<file path="config.mk">
export PLATFORM = sky130hd
export DESIGN_NAME = pcm_fmt_conv
export DESIGN_NICKNAME = d
export VERILOG_FILES = /design/src/rtl/pcm_fmt_pkg.sv /design/src/rtl/pcm_fmt_hold.sv /design/src/rtl/pcm_dec_stage.sv /design/src/rtl/pcm_enc_stage.sv /design/src/rtl/pcm_fmt_conv.sv
export SDC_FILE = /design/constraint.sdc
export NUM_CORES = 1
export LEC_CHECK = 0
export ABC_AREA = 1
export BUFFER_PORTS_ARGS = -buffer_cell sky130_fd_sc_hd__buf_2
export CORE_AREA = 2 2 110 112
export CTS_CLUSTER_DIAMETER = 120
export DETAILED_ROUTE_END_ITERATION = 6
export DIE_AREA = 0 0 112 114
export GPL_TIMING_DRIVEN = 0
export PLACE_DENSITY = 0.71
export SETUP_SLACK_MARGIN = 0.3
export SLEW_MARGIN = 20
export SYNTH_ARGS = -nofsm -noshare
export SYNTH_HDL_FRONTEND = slang
export SYNTH_SLANG_ARGS = --single-unit
</file>
<file path="constraint.sdc">
create_clock -name clk -period 4.2 [get_ports clk]
set_input_delay 0.21 -clock clk [delete_from_list [all_inputs] [get_ports clk]]
set_output_delay 0.21 -clock clk [all_outputs]
set_load 0.03 [all_outputs]
</file>
<file path="src/rtl/pcm_fmt_pkg.sv">
package pcm_fmt_pkg;

  localparam int unsigned SAMPLE_W = 16;
  localparam int unsigned CODE_W   = 8;
  localparam int unsigned FMT_W    = 2;
  localparam int unsigned PAD_W    = SAMPLE_W - CODE_W;

  localparam logic [SAMPLE_W-1:0] MU_BIAS   = 16'd132;
  localparam logic [SAMPLE_W-1:0] MU_CLIP   = 16'd32635;
  localparam logic [CODE_W-1:0]   ALAW_MASK = 8'h55;

  typedef enum logic [FMT_W-1:0] {
    FMT_LIN16 = 2'd0,
    FMT_ULIN8 = 2'd1,
    FMT_MULAW = 2'd2,
    FMT_ALAW  = 2'd3
  } pcm_fmt_e;

  // unsigned 8-bit <-> linear: offset binary differs only in the sign bit
  function automatic logic [SAMPLE_W-1:0] ulin8_expand(input logic [CODE_W-1:0] c);
    return {~c[CODE_W-1], c[CODE_W-2:0], {PAD_W{1'b0}}};
  endfunction

  function automatic logic [CODE_W-1:0] ulin8_compress(input logic [SAMPLE_W-1:0] s);
    return {~s[SAMPLE_W-1], s[SAMPLE_W-2:PAD_W]};
  endfunction

  // mu-law code -> linear, segment midpoint
  function automatic logic [SAMPLE_W-1:0] ulaw_expand(input logic [CODE_W-1:0] c);
    logic [CODE_W-1:0]   u;
    logic [SAMPLE_W-1:0] m;
    u = ~c;
    m = {9'd0, u[3:0], 3'd0} + MU_BIAS;
    m = (m << u[6:4]) - MU_BIAS;
    return u[7] ? (16'd0 - m) : m;
  endfunction

  // linear -> mu-law code
  function automatic logic [CODE_W-1:0] ulaw_compress(input logic [SAMPLE_W-1:0] s);
    logic [SAMPLE_W-1:0] mag;
    logic [2:0]          ex;
    logic [3:0]          mant;
    mag = s[15] ? (16'd0 - s) : s;
    if (mag > MU_CLIP) mag = MU_CLIP;
    mag = mag + MU_BIAS;
    ex = 3'd0;
    for (int b = 1; b < 8; b++) begin
      if (mag[b+7]) ex = 3'(b);
    end
    mant = 4'(mag >> ({1'b0, ex} + 4'd3));
    return ~{s[15], ex, mant};
  endfunction

  // A-law code -> linear, segment midpoint
  function automatic logic [SAMPLE_W-1:0] alaw_expand(input logic [CODE_W-1:0] c);
    logic [CODE_W-1:0]   a;
    logic [SAMPLE_W-1:0] t;
    a = c ^ ALAW_MASK;
    t = {8'd0, a[3:0], 4'd0};
    if (a[6:4] == 3'd0) t = t + 16'd8;
    else                t = (t + 16'd264) << (a[6:4] - 3'd1);
    return a[7] ? t : (16'd0 - t);
  endfunction

  // linear -> A-law code
  function automatic logic [CODE_W-1:0] alaw_compress(input logic [SAMPLE_W-1:0] s);
    logic [11:0] q;
    logic [2:0]  seg;
    logic [3:0]  mant;
    q = s[15] ? ~s[14:3] : s[14:3];
    seg = 3'd0;
    for (int b = 5; b < 12; b++) begin
      if (q[b]) seg = 3'(b - 4);
    end
    mant = (seg < 3'd2) ? q[4:1] : 4'(q >> seg);
    return {~s[15], seg, mant} ^ ALAW_MASK;
  endfunction

  function automatic logic [SAMPLE_W-1:0] decode_word(input pcm_fmt_e f,
                                                      input logic [SAMPLE_W-1:0] w);
    logic [CODE_W-1:0] hi;
    hi = w[SAMPLE_W-1:PAD_W];
    case (f)
      FMT_ULIN8: return ulin8_expand(hi);
      FMT_MULAW: return ulaw_expand(hi);
      FMT_ALAW:  return alaw_expand(hi);
      default:   return w;
    endcase
  endfunction

  function automatic logic [SAMPLE_W-1:0] encode_sample(input pcm_fmt_e f,
                                                        input logic [SAMPLE_W-1:0] s);
    case (f)
      FMT_ULIN8: return {ulin8_compress(s), {PAD_W{1'b0}}};
      FMT_MULAW: return {ulaw_compress(s), {PAD_W{1'b0}}};
      FMT_ALAW:  return {alaw_compress(s), {PAD_W{1'b0}}};
      default:   return s;
    endcase
  endfunction

endpackage

</file>
<file path="src/rtl/pcm_fmt_hold.sv">
module pcm_fmt_hold
  import pcm_fmt_pkg::*;
(
  input  logic                 clk,
  input  logic                 rst_n,
  input  logic [FMT_W-1:0]     fmt_sel,
  input  logic                 busy,
  output pcm_fmt_e             fmt_q
);

  logic fmt_take;
  assign fmt_take = !busy;

  always_ff @(posedge clk or negedge rst_n) begin
    if (!rst_n)        fmt_q <= FMT_LIN16;
    else if (fmt_take) fmt_q <= pcm_fmt_e'(fmt_sel);
  end


  fmt_frozen_chk: assert property (@(posedge clk) disable iff (!rst_n)
    busy |=> $stable(fmt_q));

endmodule

</file>
<file path="src/rtl/pcm_dec_stage.sv">
module pcm_dec_stage
  import pcm_fmt_pkg::*;
(
  input  logic                 clk,
  input  logic                 rst_n,
  input  pcm_fmt_e             fmt,
  input  logic                 in_vld,
  input  logic [SAMPLE_W-1:0]  in_word,
  output logic                 out_vld,
  output logic [SAMPLE_W-1:0]  out_lin
);

  logic                dec_fire;
  logic [SAMPLE_W-1:0] dec_next;
  pcm_fmt_e            used_fmt_q;

  assign dec_fire = in_vld;
  assign dec_next = decode_word(fmt, in_word);

  always_ff @(posedge clk or negedge rst_n) begin
    if (!rst_n) begin
      out_vld    <= 1'b0;
      out_lin    <= '0;
      used_fmt_q <= FMT_LIN16;
    end else begin
      out_vld <= dec_fire;
      if (dec_fire) begin
        out_lin    <= dec_next;
        used_fmt_q <= fmt;
      end
    end
  end


  dec_lat_chk: assert property (@(posedge clk) disable iff (!rst_n)
    in_vld |=> out_vld);

  dec_quiet_chk: assert property (@(posedge clk) disable iff (!rst_n)
    !in_vld |=> !out_vld);

  dec_pass_chk: assert property (@(posedge clk) disable iff (!rst_n)
    (in_vld && fmt == FMT_LIN16) |=> out_lin == $past(in_word));

  dec_hold_chk: assert property (@(posedge clk) disable iff (!rst_n)
    !in_vld |=> $stable(out_lin));

  dec_mu_range_chk: assert property (@(posedge clk) disable iff (!rst_n)
    (out_vld && used_fmt_q == FMT_MULAW) |->
      ($signed(out_lin) <= 32124 && $signed(out_lin) >= -32124));

endmodule

</file>
<file path="src/rtl/pcm_enc_stage.sv">
module pcm_enc_stage
  import pcm_fmt_pkg::*;
(
  input  logic                 clk,
  input  logic                 rst_n,
  input  pcm_fmt_e             fmt,
  input  logic                 in_vld,
  input  logic [SAMPLE_W-1:0]  in_lin,
  output logic                 out_vld,
  output logic [SAMPLE_W-1:0]  out_word
);

  logic                enc_fire;
  logic [SAMPLE_W-1:0] enc_next;
  pcm_fmt_e            used_fmt_q;

  assign enc_fire = in_vld;
  assign enc_next = encode_sample(fmt, in_lin);

  always_ff @(posedge clk or negedge rst_n) begin
    if (!rst_n) begin
      out_vld    <= 1'b0;
      out_word   <= '0;
      used_fmt_q <= FMT_LIN16;
    end else begin
      out_vld <= enc_fire;
      if (enc_fire) begin
        out_word   <= enc_next;
        used_fmt_q <= fmt;
      end
    end
  end


  enc_lat_chk: assert property (@(posedge clk) disable iff (!rst_n)
    in_vld |=> out_vld);

  enc_quiet_chk: assert property (@(posedge clk) disable iff (!rst_n)
    !in_vld |=> !out_vld);

  enc_low_zero_chk: assert property (@(posedge clk) disable iff (!rst_n)
    (out_vld && used_fmt_q != FMT_LIN16) |-> out_word[PAD_W-1:0] == '0);

  enc_hold_chk: assert property (@(posedge clk) disable iff (!rst_n)
    !in_vld |=> $stable(out_word));

endmodule

</file>
<file path="src/rtl/pcm_fmt_conv.sv">
module pcm_fmt_conv
  import pcm_fmt_pkg::*;
(
  input  logic                 clk,
  input  logic                 rst_n,
  input  logic [FMT_W-1:0]     fmt_sel,
  input  logic                 play_vld,
  input  logic [SAMPLE_W-1:0]  play_word,
  output logic                 play_lin_vld,
  output logic [SAMPLE_W-1:0]  play_lin,
  input  logic                 cap_vld,
  input  logic [SAMPLE_W-1:0]  cap_lin,
  output logic                 cap_word_vld,
  output logic [SAMPLE_W-1:0]  cap_word
);

  logic     stream_busy;
  pcm_fmt_e fmt_live;

  assign stream_busy = play_vld | cap_vld;

  pcm_fmt_hold u_hold (
    .clk     (clk),
    .rst_n   (rst_n),
    .fmt_sel (fmt_sel),
    .busy    (stream_busy),
    .fmt_q   (fmt_live)
  );

  pcm_dec_stage u_dec (
    .clk     (clk),
    .rst_n   (rst_n),
    .fmt     (fmt_live),
    .in_vld  (play_vld),
    .in_word (play_word),
    .out_vld (play_lin_vld),
    .out_lin (play_lin)
  );

  pcm_enc_stage u_enc (
    .clk      (clk),
    .rst_n    (rst_n),
    .fmt      (fmt_live),
    .in_vld   (cap_vld),
    .in_lin   (cap_lin),
    .out_vld  (cap_word_vld),
    .out_word (cap_word)
  );


  reset_quiet_chk: assert property (@(posedge clk)
    $rose(rst_n) |-> (!play_lin_vld && !cap_word_vld && play_lin == '0 && cap_word == '0));

endmodule

</file>
# == Word level (Yosys, flattened, before mapping) ==
# Cells that the tools add are included.
# classes
add_sub_neg,10
n_lt_le_gt_ge,2
eq_ne,3
shifts,4
mux,27
bitwise_logic,8
reduce_logical,1
# ops
operator,count
$mux 16,7
$pmux 16 s3,2
$sub 1x16->16 const A,3
$shl 16x3->16,2
$mux 3,10
$add 16x8->16 const B,1
$gt 16x15->1 const B,1
$not 8->8,2
$shr 16x4->4,1
$sub 16x8->16 const B,1
$mux 12,1
$not 12->12,1
$shr 12x3->4,1
$add 8x9->10 const B,1
$add 7x8->9 const B,1
$add 8x4->9 const B,1
$mux 2,4
$not 4->4,2
$add 3x2->4 const B,1
$eq 2x2->1 const B,2
$mux 4,1
$logic_not 3->1,1
$lt 3x2->1 const B,1
$sub 3x1->3 const B,1
4 further kinds,6
# totals
reg_bits,36
input_bits,38
output_inout_bits,34
wordCells,60

# == Depth between registers and ports, before layout ==
# Gate-level depths: netlist (run 1).
# logic_depth
depth_word,18
depth_mapped,33
ltp_nobuf,31

# == Cells and area by module ==
# A second synthesis (run 1) with hierarchy kept.
# hier_totals
hier_cells,828
hier_area_um2,4938.5
# modules_own_cells
module,instances,cells_each,area_per_inst_um2,seq_area_each_um2
pcm_enc_stage,1,426,2434.8,425.4
pcm_dec_stage,1,390,2416.1,425.4
pcm_fmt_hold,1,9,76.3,50.0
pcm_fmt_conv,1,3,11.3,0.0

# == Worst setup path before layout (run 1) ==
# OpenSTA, ideal clock, no wires.
# synth_timing
kind,input to register
from,input port cap_lin[0]
to,register u_enc.out_word[8]
setup_time_ns,0.113
arrival_ns,2.992
required_ns,4.087
slack_ns,1.095
cell_stages,30
path_buffers,2
path_cell_list,inv_1 ha_1 nand3_1 nand2_2 nand3_2 nand2_2 nand3_1 nor2_1 nand2_1 nor2_1 nor2_2 buf_6 nand3_1 ha_1 nand2_1 nor2_4 nand3_2 nand3_2 nand2_2 nor2_4 nand2_4 nand2_4 buf_8 nand2_2 nand3_1 nand3_1 nand3_1 nand3_1 nand2_1 inv_1
# synth_between
elab_chain_cells,18
# synth_lines
element,line,source
from (decl),pcm_fmt_conv.sv:12,"input logic [SAMPLE_W-1:0] cap_lin,"
$sub 1x16->16,pcm_fmt_pkg.sv:43,mag = s[15] ? (16'd0 - s) : s;
$mux 16 (*),pcm_fmt_pkg.sv:43,
$gt 16x15->1,pcm_fmt_pkg.sv:44,if (mag > MU_CLIP) mag = MU_CLIP;
$mux 16 (*),pcm_fmt_pkg.sv:44,
$mux 16 (*),pcm_fmt_pkg.sv:93,case (f)
$add 16x8->16 (*),pcm_fmt_pkg.sv:45,mag = mag + MU_BIAS;
$mux 1,pcm_fmt_pkg.sv:48,if (mag[b+7]) ex = 3'(b);
$mux 2 (2 in series),pcm_fmt_pkg.sv:48,
$mux 3 (4 in series),pcm_fmt_pkg.sv:48,
$mux 3,pcm_fmt_pkg.sv:93,
$add 3x2->4,pcm_fmt_pkg.sv:50,"mant = 4'(mag >> ({1'b0, ex} + 4'd3));"
$shr 16x4->4 (*),pcm_fmt_pkg.sv:50,
$not 8->8 (*),pcm_fmt_pkg.sv:51,"return ~{s[15], ex, mant};"
$pmux 16 s3 (*),pcm_fmt_pkg.sv:93,
to (signal assigned),pcm_enc_stage.sv:28,out_word <= enc_next;
to (decl),pcm_enc_stage.sv:10,output logic [SAMPLE_W-1:0] out_word
# Every way passes the cells marked *; elsewhere a longest branch is shown, timed or not. The select of a mux whose other input is x is not followed.
# A chain may end at the register's enable or synchronous reset.

# == Worst setup path after layout (run 1) ==
# Ends and elaborated chain as after synthesis.

==> flow_metrics.env, run 1 <==
export IMPL_status="completed"
export IMPL_gp_congestion=0.957
export IMPL_synthTopCellsByCount="nand2_1, inv_1, nor2_1, nand3_1, o21ai_0"
export IMPL_die_h_um=114
export IMPL_cp_common_cell="nand3_1"
export IMPL_async_reset_ff_frac=1.00
export IMPL_hold_viol=0
export IMPL_hold_class="in2async"
export IMPL_synth_area_mm2=0.00453
export IMPL_cts_hold_buf=0
export IMPL_ys_seq_area_frac=0.199
export IMPL_grt_overflow=0
export IMPL_ios=72
export IMPL_setup_tns_ns=0
export IMPL_cts_buffers=5
export IMPL_p_per_area_mw_per_mm2=304
export IMPL_fin_nets=889
export IMPL_cts_tree="done"
export IMPL_clock_path_buffers=2
export IMPL_syn_avg_cell_area_um2=5.93
export IMPL_area_delta_synth_final_pct=14.9
export IMPL_finalClockSkew_ns=0.00515
export IMPL_worstMarginPinSlew_ns=0.827
export IMPL_antenna_cells=0
export IMPL_first_global_vias=4837
export IMPL_grt_pass1_wl_mm=23.1
export IMPL_port_buffers=68
export IMPL_maxCapViolations=0
export IMPL_rows=40
export IMPL_cts_resized=0
export IMPL_synthTopCellsByArea="dfrtp_1, nand2_1, nand3_1"
export IMPL_yosys_area_top_type_share=0.199
export IMPL_start_util=0.387
export IMPL_wl_mm=14.0
export IMPL_vias=5188
export IMPL_antenna_left=0
export IMPL_max_slew_margin=0.449
export IMPL_hpwl_mm=11.1
export IMPL_critPathArrivalTime_ns=3.64
export IMPL_hold_slack_ns=0.0269
export IMPL_yosysMostFrequentCell="nand2_1"
export IMPL_grt_max_degree=37
export IMPL_ys_warn_count=0
export IMPL_worst_path_max_delay_cell="nor2_1"
export IMPL_ys_ff_latch=36
export IMPL_leakagePower_nw=2.65
export IMPL_final_area_mm2=0.00521
export IMPL_dpl_cell_area_mm2=0.00506
export IMPL_vias_per_cell=5.26
export IMPL_drc=0
export IMPL_wl_per_cell_um=14.1
export IMPL_synth_edf_count=0
export IMPL_max_stage_delay_ns=0.30
export IMPL_cts_root_buffer="clkbuf_16"
export IMPL_cp_end_kind="register"
export IMPL_layout_drive_gt1_share=0.157
export IMPL_firstDrtPassIters=5
export IMPL_core_mm2=0.0117
export IMPL_die_width_um=112
export IMPL_post_cts_buffers=0
export IMPL_peakVddDrop_mv=0.156
export IMPL_r2r_slack_ns=2.11
export IMPL_critPathKind="in2reg"
export IMPL_postLayoutCoreUtil=0.445
export IMPL_cts_sinks=36
export IMPL_startpoint_type="input port"
export IMPL_clk_pin_slew_worst_paths_ns=0.06
export IMPL_slew_violations=0
export IMPL_ys_types=48
export IMPL_antenna_found_initial=0
export IMPL_syn_nets=814
export IMPL_grt_usage=0.218
export IMPL_synth_ff_type="dfrtp_1"
export IMPL_period_share=0.825
export IMPL_period_minus_slack_ns=3.47
export IMPL_crit_path_max_fanout=10
export IMPL_synth_cells=764
export IMPL_rsz0062_at_grt="false"
export IMPL_drt_iter0_drc=338
export IMPL_clk_latency_ns=0.28
export IMPL_timing_fmax_mhz=289
export IMPL_die_area_mm2=0.0128
export IMPL_synth_top_cell_by_area="dfrtp_1"
export IMPL_cts_htree_levels=2
export IMPL_crit_required_ns=4.38
export IMPL_setup_violations=0
[flip-flops by register name, indices dropped and copies added (netlist names)]
register        cells
u_hold.fmt_q        2
u_dec.out_lin      16
u_enc.out_vld       1
u_enc.out_word     16
u_dec.out_vld       1
[stage by stage]
step / total power, mW / setup WS [ns] / instances
after floorplan: 0.983 / 1.09 / 764
after global placement: 1.19 / 0.470 / 979
after detailed placement: 1.20 / 0.457 / 979
after CTS: 1.58 / 0.748 / 987
after global routing: 1.69 / 0.360 / 987
final: 1.58 / 0.734 / 987
[routing by layer]
layer / vias up / wire length, µm / track usage
met5: - / 0 / 0
met4: 0 / 262 / 0.0642
met3: 23 / 661 / 0.0223
met2: 154 / 6770 / 0.391
met1: 2357 / 6260 / 0.280
li1: 2654 / - / -
[logic make-up after synthesis]
kind of cell / Yosys count / synth area share
and+or+nand+nor: 411 / 0.405
AOI/OAI and AO/OA: 154 / 0.202
buffers and inverters: 125 / 0.111
DFF: 36 / 0.199
xor gates and xnor gates: 25 / 0.0483
adders and majority gates: 12 / 0.0331
muxes: 1 / 0.00248
[placed cells by master (no fill, tap or decap), types with 7 or more instances in the layout]
cell type	synthesis	layout
inv_1	95	95
o21ai_0	65	65
buf_2	6	74
ha_1	12	12
a21oi_1	39	39
nand3_2	7	7
xnor2_1	14	14
o22ai_1	9	9
nand3_1	72	72
nor2_1	84	84
nand2_1	200	200
nor2_2	7	7
nand4_1	7	7
o31ai_1	8	8
nand2_2	12	12
a31oi_1	9	9
dfrtp_1	36	36
clkbuf_1	13	14
xor2_1	11	11
[worst max-delay path: cells and delay by family]
| kind | cells | cell delay (ns) |
|---|---|---|
| simple gates | 24 | 2.59 |
| buf+inv | 4 | 0.42 |
| fa+ha+maj | 2 | 0.39 |
[layout make-up]
| type | count | area, µm² |
|---|---|---|
| clock buffers | 7 | 143 |
| multi-input cells | 603 | 3130 |
| plain buffers | 25 | 128 |
| clock inverters | 1 | 7.51 |
| inverters | 100 | 375 |
| flip-flops and latches | 36 | 901 |
| well taps | 147 | 184 |
| fillers | 1300 | 6500 |
| repair buffers | 68 | 340 |
[path summary, 6_finish.rpt]
| check | startpoint | endpoint | depth (start not counted) |
|---|---|---|---|
| max reg2reg | u_hold.fmt_q[1]$_DFFE_PN0N_ | u_enc.out_word[11]$_DFFE_PN0P_ | 7 |
| min reg2reg | u_enc.out_word[2]$_DFFE_PN0P_ | u_enc.out_word[2]$_DFFE_PN0P_ | 2 |
| min | rst_n | u_dec.out_lin[2]$_DFFE_PN0P_ | 1 |
| max in group asynchronous | rst_n | u_enc.out_word[5]$_DFFE_PN0P_ | 1 |
| min in group clk | play_vld | u_dec.out_vld$_DFF_PN0_ | 1 |
| max | cap_lin[0] | u_enc.out_word[8]$_DFFE_PN0P_ | 30 |
[power by group]
part | switching, mW | leakage [nW] | total (mW) | internal (mW)
clock | 0.147 | 0.0701 | 0.383 | 0.236
sequential | 0.0338 | 0.437 | 0.433 | 0.399
combinational | 0.530 | 2.14 | 0.767 | 0.237
total | 0.711 | 2.65 | 1.58 | 0.872
Power figures use the tool's default switching activity.
==> inputs of run 2 (changes only) <==
Settings changed: PLACE_DENSITY 0.71 to 0.73.
Clock period 4.2 ns to 2.9 ns, I/O delays scaled along.
==> flow_metrics.env, run 2 (synthesis results as in run 1) <==
export IMPL_fin_nets=941
export IMPL_cp_common_cell="nand3_2"
export IMPL_clk_pin_slew_worst_paths_ns=0.06
export IMPL_hpwl_mm=11.1
export IMPL_antenna_cells=0
export IMPL_wl_per_cell_um=15.4
export IMPL_r2r_slack_ns=0.77
export IMPL_period_share=1.03
export IMPL_rsz0062_at_grt="true"
export IMPL_crit_path_start="cap_lin[15]"
export IMPL_peakVddDrop_mv=0.234
export IMPL_setup_slack_ns=-0.0730
export IMPL_vias=5684
export IMPL_r2r_end="u_enc.out_word[8]$_DFFE_PN0P_"
export IMPL_period_minus_slack_ns=2.97
export IMPL_setup_violations=4
export IMPL_stdcell_count=1038
export IMPL_r2r_start="u_hold.fmt_q[1]$_DFFE_PN0N_"
export IMPL_hold_viol=0
export IMPL_core_mm2=0.0117
export IMPL_die_width_um=112
export IMPL_cts_buffers=5
export IMPL_hold_slack_ns=0.0257
export IMPL_hold_class="in2reg"
export IMPL_grt_overflow=0
export IMPL_reg_largest_list="u_dec.out_lin x16, u_enc.out_word x16, u_hold.fmt_q x2"
export IMPL_startpoint_type="input port"
export IMPL_start_util=0.387
export IMPL_critPathArrivalTime_ns=3.19
export IMPL_vias_per_cell=5.48
export IMPL_layout_drive_gt1_share=0.349
export IMPL_finalClockSkew_ns=0.00458
export IMPL_violations="setup timing"
export IMPL_max_stage_delay_ns=0.26
export IMPL_drt_iter0_drc=448
export IMPL_area_delta_synth_final_pct=42.5
export IMPL_drc=0
export IMPL_crit_end="u_enc.out_word[8]$_DFFE_PN0P_"
export IMPL_cts_sinks=36
export IMPL_cts_tree="done"
export IMPL_max_slew_margin=0.442
export IMPL_ios=72
export IMPL_grt_max_degree=37
export IMPL_port_buffers=68
export IMPL_first_global_vias=5256
export IMPL_clock_path_buffers=2
export IMPL_gp_congestion=0.967
export IMPL_rows=40
export IMPL_wl_mm=16.0
export IMPL_worst_path_max_delay_cell="o21ai_4"
export IMPL_fin_total_pwr_mw=2.56
export IMPL_pre_cts_ws_ns=-0.550
export IMPL_crit_path_max_fanout=11
export IMPL_firstDrtPassIters=5
export IMPL_cp_end_kind="register"
export IMPL_crit_required_ns=3.12
export IMPL_setup_tns_ns=-0.174
export IMPL_grt_usage=0.236
export IMPL_critPathKind="in2reg"
export IMPL_layout_commonest_cell="nand2_1"
export IMPL_p_per_area_mw_per_mm2=396
export IMPL_status="finished with violations"
export IMPL_antenna_found_initial=0
export IMPL_maxCapViolations=0
export IMPL_antenna_left=0
export IMPL_die_area_mm2=0.0128
export IMPL_dpl_cell_count=979
export IMPL_leakagePower_nw=3.12
export IMPL_worstMarginPinSlew_ns=0.836
export IMPL_clk_latency_ns=0.28
export IMPL_die_h_um=114
export IMPL_ff2ff_path_depth=7
export IMPL_final_cell_mix="nand2_1, inv_1, buf_2, nor2_1, o21ai_0"
export IMPL_cts_root_buffer="clkbuf_16"
export IMPL_cts_htree_levels=2
export IMPL_slew_violations=0
export IMPL_timing_fmax_mhz=336
export IMPL_grt_pass1_wl_mm=24.9
## run 2: how the worst min path moves through the flow
stage / cells after the start / startpoint / slack, ns / end
after floorplan: 0 / rst_n / -0.15 / u_dec.out_lin[0]$_DFFE_PN0P_
after global placement: 1 / play_vld / 0.28 / u_dec.out_vld$_DFF_PN0_
after detailed placement: 1 / play_vld / 0.28 / u_dec.out_vld$_DFF_PN0_
after CTS: 1 / cap_vld / 0.03 / u_enc.out_vld$_DFF_PN0_
after global routing: 1 / cap_vld / 0.03 / u_enc.out_vld$_DFF_PN0_
final: 1 / cap_vld / 0.03 / u_enc.out_vld$_DFF_PN0_
## run 2: what timing repair did
action	CTS	global route
pin swaps	37	36
hold buffers	2	0
cloned	1	1
buffers inserted	23	25
gates resized for setup	82	104
endpoints found under the hold margin	4	0
setup endpoints to repair	14	13
## run 2: power by group
group,total (mW),internal (mW),leakage [nW],switching [mW]
sequential,0.632,0.578,0.437,0.0539
clock,0.526,0.312,0.0657,0.214
combinational,1.40,0.495,2.62,0.903
total,2.56,1.38,3.12,1.17
## run 2: critical path: cells and delay by family
family,cells,cell delay [ns]
adders and majority gates,1,0.16
and+or+nand+nor,22,1.92
buffers and inverters,5,0.69
AOI/OAI and AO/OA,1,0.26
## run 2: through the flow
step / area [µm²] / utilization
6_report: 6460 / 0.551
5_1_grt: 6460 / 0.551
4_1_cts: 5890 / 0.503
3_5_place_dp: 5230 / 0.447
3_3_place_gp: 5230 / 0.447
2_1_floorplan: 4710 / -
## run 2: per-layer routing
metal | vias to the layer above | track usage | wire length [µm]
li1 | 2765 | - | -
met1 | 2618 | 0.298 | 6610
met2 | 242 | 0.413 | 7870
met3 | 59 | 0.0282 | 976
met4 | 0 | 0.0951 | 569
met5 | - | 0 | 0
## run 2: layout make-up
type                    instances  area [µm²]
plain buffers                  25         155
well taps                     147         184
repair buffers                119         821
flip-flops and latches         36         901
multi-input cells             604        3850
fillers                      1115        5250
clock buffers                   5         125
inverters                     100         410
clock inverters                 2        12.5
==> inputs of run 3 (changes only) <==
Settings changed: ABC_AREA 1 to 0, CORE_AREA 2 2 110 112 to 2 2 115 117, DIE_AREA 0 0 112 114 to 0 0 117 119.
==> flow_metrics.env, run 3 <==
export IMPL_port_buffers=60
export IMPL_layout_commonest_cell="buf_4"
export IMPL_critPathArrivalTime_ns=4.67
export IMPL_grt_overflow=0
export IMPL_yosys_area_top_type_share=0.180
export IMPL_ios=72
export IMPL_cts_buffers=5
export IMPL_r2r_start="u_hold.fmt_q[0]$_DFFE_PN0N_"
export IMPL_period_minus_slack_ns=4.47
export IMPL_cts_tree="done"
export IMPL_yosysMostFrequentCell="o21ai_0"
export IMPL_p_per_area_mw_per_mm2=399
export IMPL_worstMarginPinSlew_ns=1.07
export IMPL_wl_per_cell_um=18.1
export IMPL_slew_violations=0
export IMPL_crit_end="u_enc.out_word[9]$_DFFE_PN0P_"
export IMPL_pre_cts_ws_ns=-2.45
export IMPL_synth_cells=684
export IMPL_ys_seq_area_frac=0.180
export IMPL_synth_area_mm2=0.00501
export IMPL_synth_compound_area_frac=0.302
export IMPL_syn_nets=734
export IMPL_max_slew_margin=0.288
export IMPL_finalClockSkew_ns=0.00626
export IMPL_ys_ff_latch=36
export IMPL_die_h_um=119
export IMPL_syn_avg_cell_area_um2=7.32
export IMPL_rows=42
export IMPL_wl_mm=18.2
export IMPL_ys_warn_count=0
export IMPL_synth_edf_count=0
export IMPL_synthTopCellsByArea="dfrtp_1, xnor2_1, o21ai_0"
export IMPL_clk_latency_ns=0.29
export IMPL_leakagePower_nw=2.96
export IMPL_synth_top_family_by_area="compound AO/OA/AOI/OAI gates"
export IMPL_fillCellCount=1173
export IMPL_drc=16
export IMPL_status="finished with violations"
export IMPL_area_delta_synth_final_pct=43.0
export IMPL_async_reset_ff_frac=1.00
export IMPL_r2r_end="u_enc.out_word[8]$_DFFE_PN0P_"
export IMPL_setup_slack_ns=-1.57
export IMPL_firstDrtPassIters=7
export IMPL_hold_class="in2reg"
export IMPL_setup_violations=8
export IMPL_grt_max_degree=37
export IMPL_clock_path_buffers=2
export IMPL_fin_total_pwr_mw=2.86
export IMPL_vias=5985
export IMPL_synth_top_cell_by_area="dfrtp_1"
export IMPL_first_global_vias=5470
export IMPL_hold_viol=0
export IMPL_hpwl_mm=12.5
export IMPL_rsz0062_at_grt="true"
export IMPL_antenna_found_initial=0
export IMPL_maxCapViolations=0
export IMPL_die_area_mm2=0.0139
export IMPL_final_cell_mix="buf_4, buf_2, nor2_1, nand2_1, o21ai_0"
export IMPL_cts_root_buffer="clkbuf_16"
export IMPL_period_share=1.54
export IMPL_critPathKind="in2reg"
export IMPL_violations="DRC, setup timing"
export IMPL_fin_nets=878
export IMPL_grt_pass1_wl_mm=28.1
export IMPL_gp_congestion=0.965
export IMPL_die_width_um=117
export IMPL_crit_path_start="cap_lin[2]"
export IMPL_core_mm2=0.0129
export IMPL_regArea_um2=901
export IMPL_vias_per_cell=5.96
export IMPL_startpoint_type="input port"
export IMPL_peakVddDrop_mv=0.213
export IMPL_ff2ff_path_depth=8
export IMPL_synth_ff_type="dfrtp_1"
export IMPL_layout_drive_gt1_share=0.338
export IMPL_synth_adder_area_share=0.0300
export IMPL_grt_usage=0.251
export IMPL_cts_htree_levels=2
export IMPL_crit_required_ns=3.10
export IMPL_ys_types=77
export IMPL_r2r_slack_ns=0.47
export IMPL_synth_mux_area_frac=0.0910
export IMPL_antenna_left=0
export IMPL_yosys_area_share_simple=0.237
export IMPL_cp_end_kind="register"
export IMPL_synthTopCellsByCount="o21ai_0, nand2_1, nor2_1, clkbuf_1, a21oi_1"
export IMPL_drt_iter0_drc=578
export IMPL_crit_path_max_fanout=5
export IMPL_clk_pin_slew_worst_paths_ns=0.06
export IMPL_cts_sinks=36
export IMPL_timing_fmax_mhz=224
export IMPL_antenna_cells=0
export IMPL_synthXorXnorAreaFrac=0.0927
export IMPL_start_util=0.389
export IMPL_reg_largest_list="u_dec.out_lin x16, u_enc.out_word x16, u_hold.fmt_q x2"
export IMPL_multi_input_area_mm2=0.00439
[run 3: cell types whose count changed after synthesis, moves of 12 or more]
cell	previous run	this run
xnor2_1	14	35
nand2_1	200	57
nand2_2	12	0
clkbuf_1	13	46
inv_1	95	33
nand3_1	72	30
mux2i_1	0	26
nor2_1	84	57
[run 3: layout make-up]
class                      instances  area share
clock inverter                     1     0.00122
multi-input combinational        562       0.613
buffer                            53      0.0591
tap                              176      0.0308
timing repair buffer             137       0.132
sequential                        36       0.126
clock buffer                       7      0.0185
inverter                          33      0.0196
[run 3: worst min-delay path by stage]
stage,endpoint,depth (start not counted),startpoint,slack [ns]
after floorplan,u_dec.out_lin[0]$_DFFE_PN0P_,0,rst_n,-0.15
after global placement,u_enc.out_word[9]$_DFFE_PN0P_,1,rst_n,0.29
after detailed placement,u_dec.out_vld$_DFF_PN0_,1,play_vld,0.29
after CTS,u_enc.out_vld$_DFF_PN0_,1,cap_vld,0.06
after global routing,u_enc.out_vld$_DFF_PN0_,1,cap_vld,0.06
final,u_enc.out_vld$_DFF_PN0_,1,cap_vld,0.07
[run 3: through the flow]
stage / area [µm²] / util / instances / TNS (ns) / hold WS [ns]
6_report: 7160 / 0.556 / 1005 / -10.35 / 0.0701
5_1_grt: 7160 / 0.556 / 1005 / -11.53 / 0.0596
4_1_cts: 6740 / 0.523 / 983 / -10.74 / 0.0588
2_1_floorplan: 5330 / - / 684 / -10.47 / -0.151
3_3_place_gp: 5850 / 0.454 / 920 / -18.14 / 0.287
3_5_place_dp: 5850 / 0.454 / 920 / -18.46 / 0.289
[run 3: logic make-up after synthesis]
logic type	after synthesis
XOR/XNOR	53
multiplexers	41
buffers and inverters	86
AO/OA/AOI/OAI	221
adder cells (fa/ha/maj)	12
flip-flops	36
AND/OR/NAND/NOR	235
[run 3: critical path, stage by stage]
cell and delay, ns:
buf_8 0.09, or4_4 0.53, buf_8 0.15, o41a_1 0.37
xnor2_2 0.17, or4_4 0.59, nor2_4 0.13, a21oi_4 0.08
o21a_1 0.14, ha_4 0.17, nand4_1 0.15, o31ai_4 0.12
a211o_1 0.32, buf_6 0.14, and3_4 0.17, o32ai_4 0.29
a21oi_4 0.11, mux2_4 0.32, or3_1 0.30, a31oi_1 0.17
[run 3: report_power, final]
part / leakage [nW] / internal (mW) / total, mW / switching, mW
clock: 0.0681 / 0.321 / 0.547 / 0.225
sequential: 0.436 / 0.585 / 0.632 / 0.0468
combinational: 2.45 / 0.683 / 1.68 / 0.998
[run 3: routing by layer]
layer,routed length [µm],track usage,up-vias
li1,-,-,2807
met1,7870,0.350,2822
met2,8770,0.407,311
met3,1110,0.0234,45
met4,446,0.0772,0
met5,0,0,-
[run 3: timing repair]
action                                  CTS  global route
resized for setup                        69            71
endpoints found under the setup margin   17            16
buffers inserted                         53            22
endpoints found under the hold margin     2             0
hold buffers                              2             0
pin swaps                                42            44
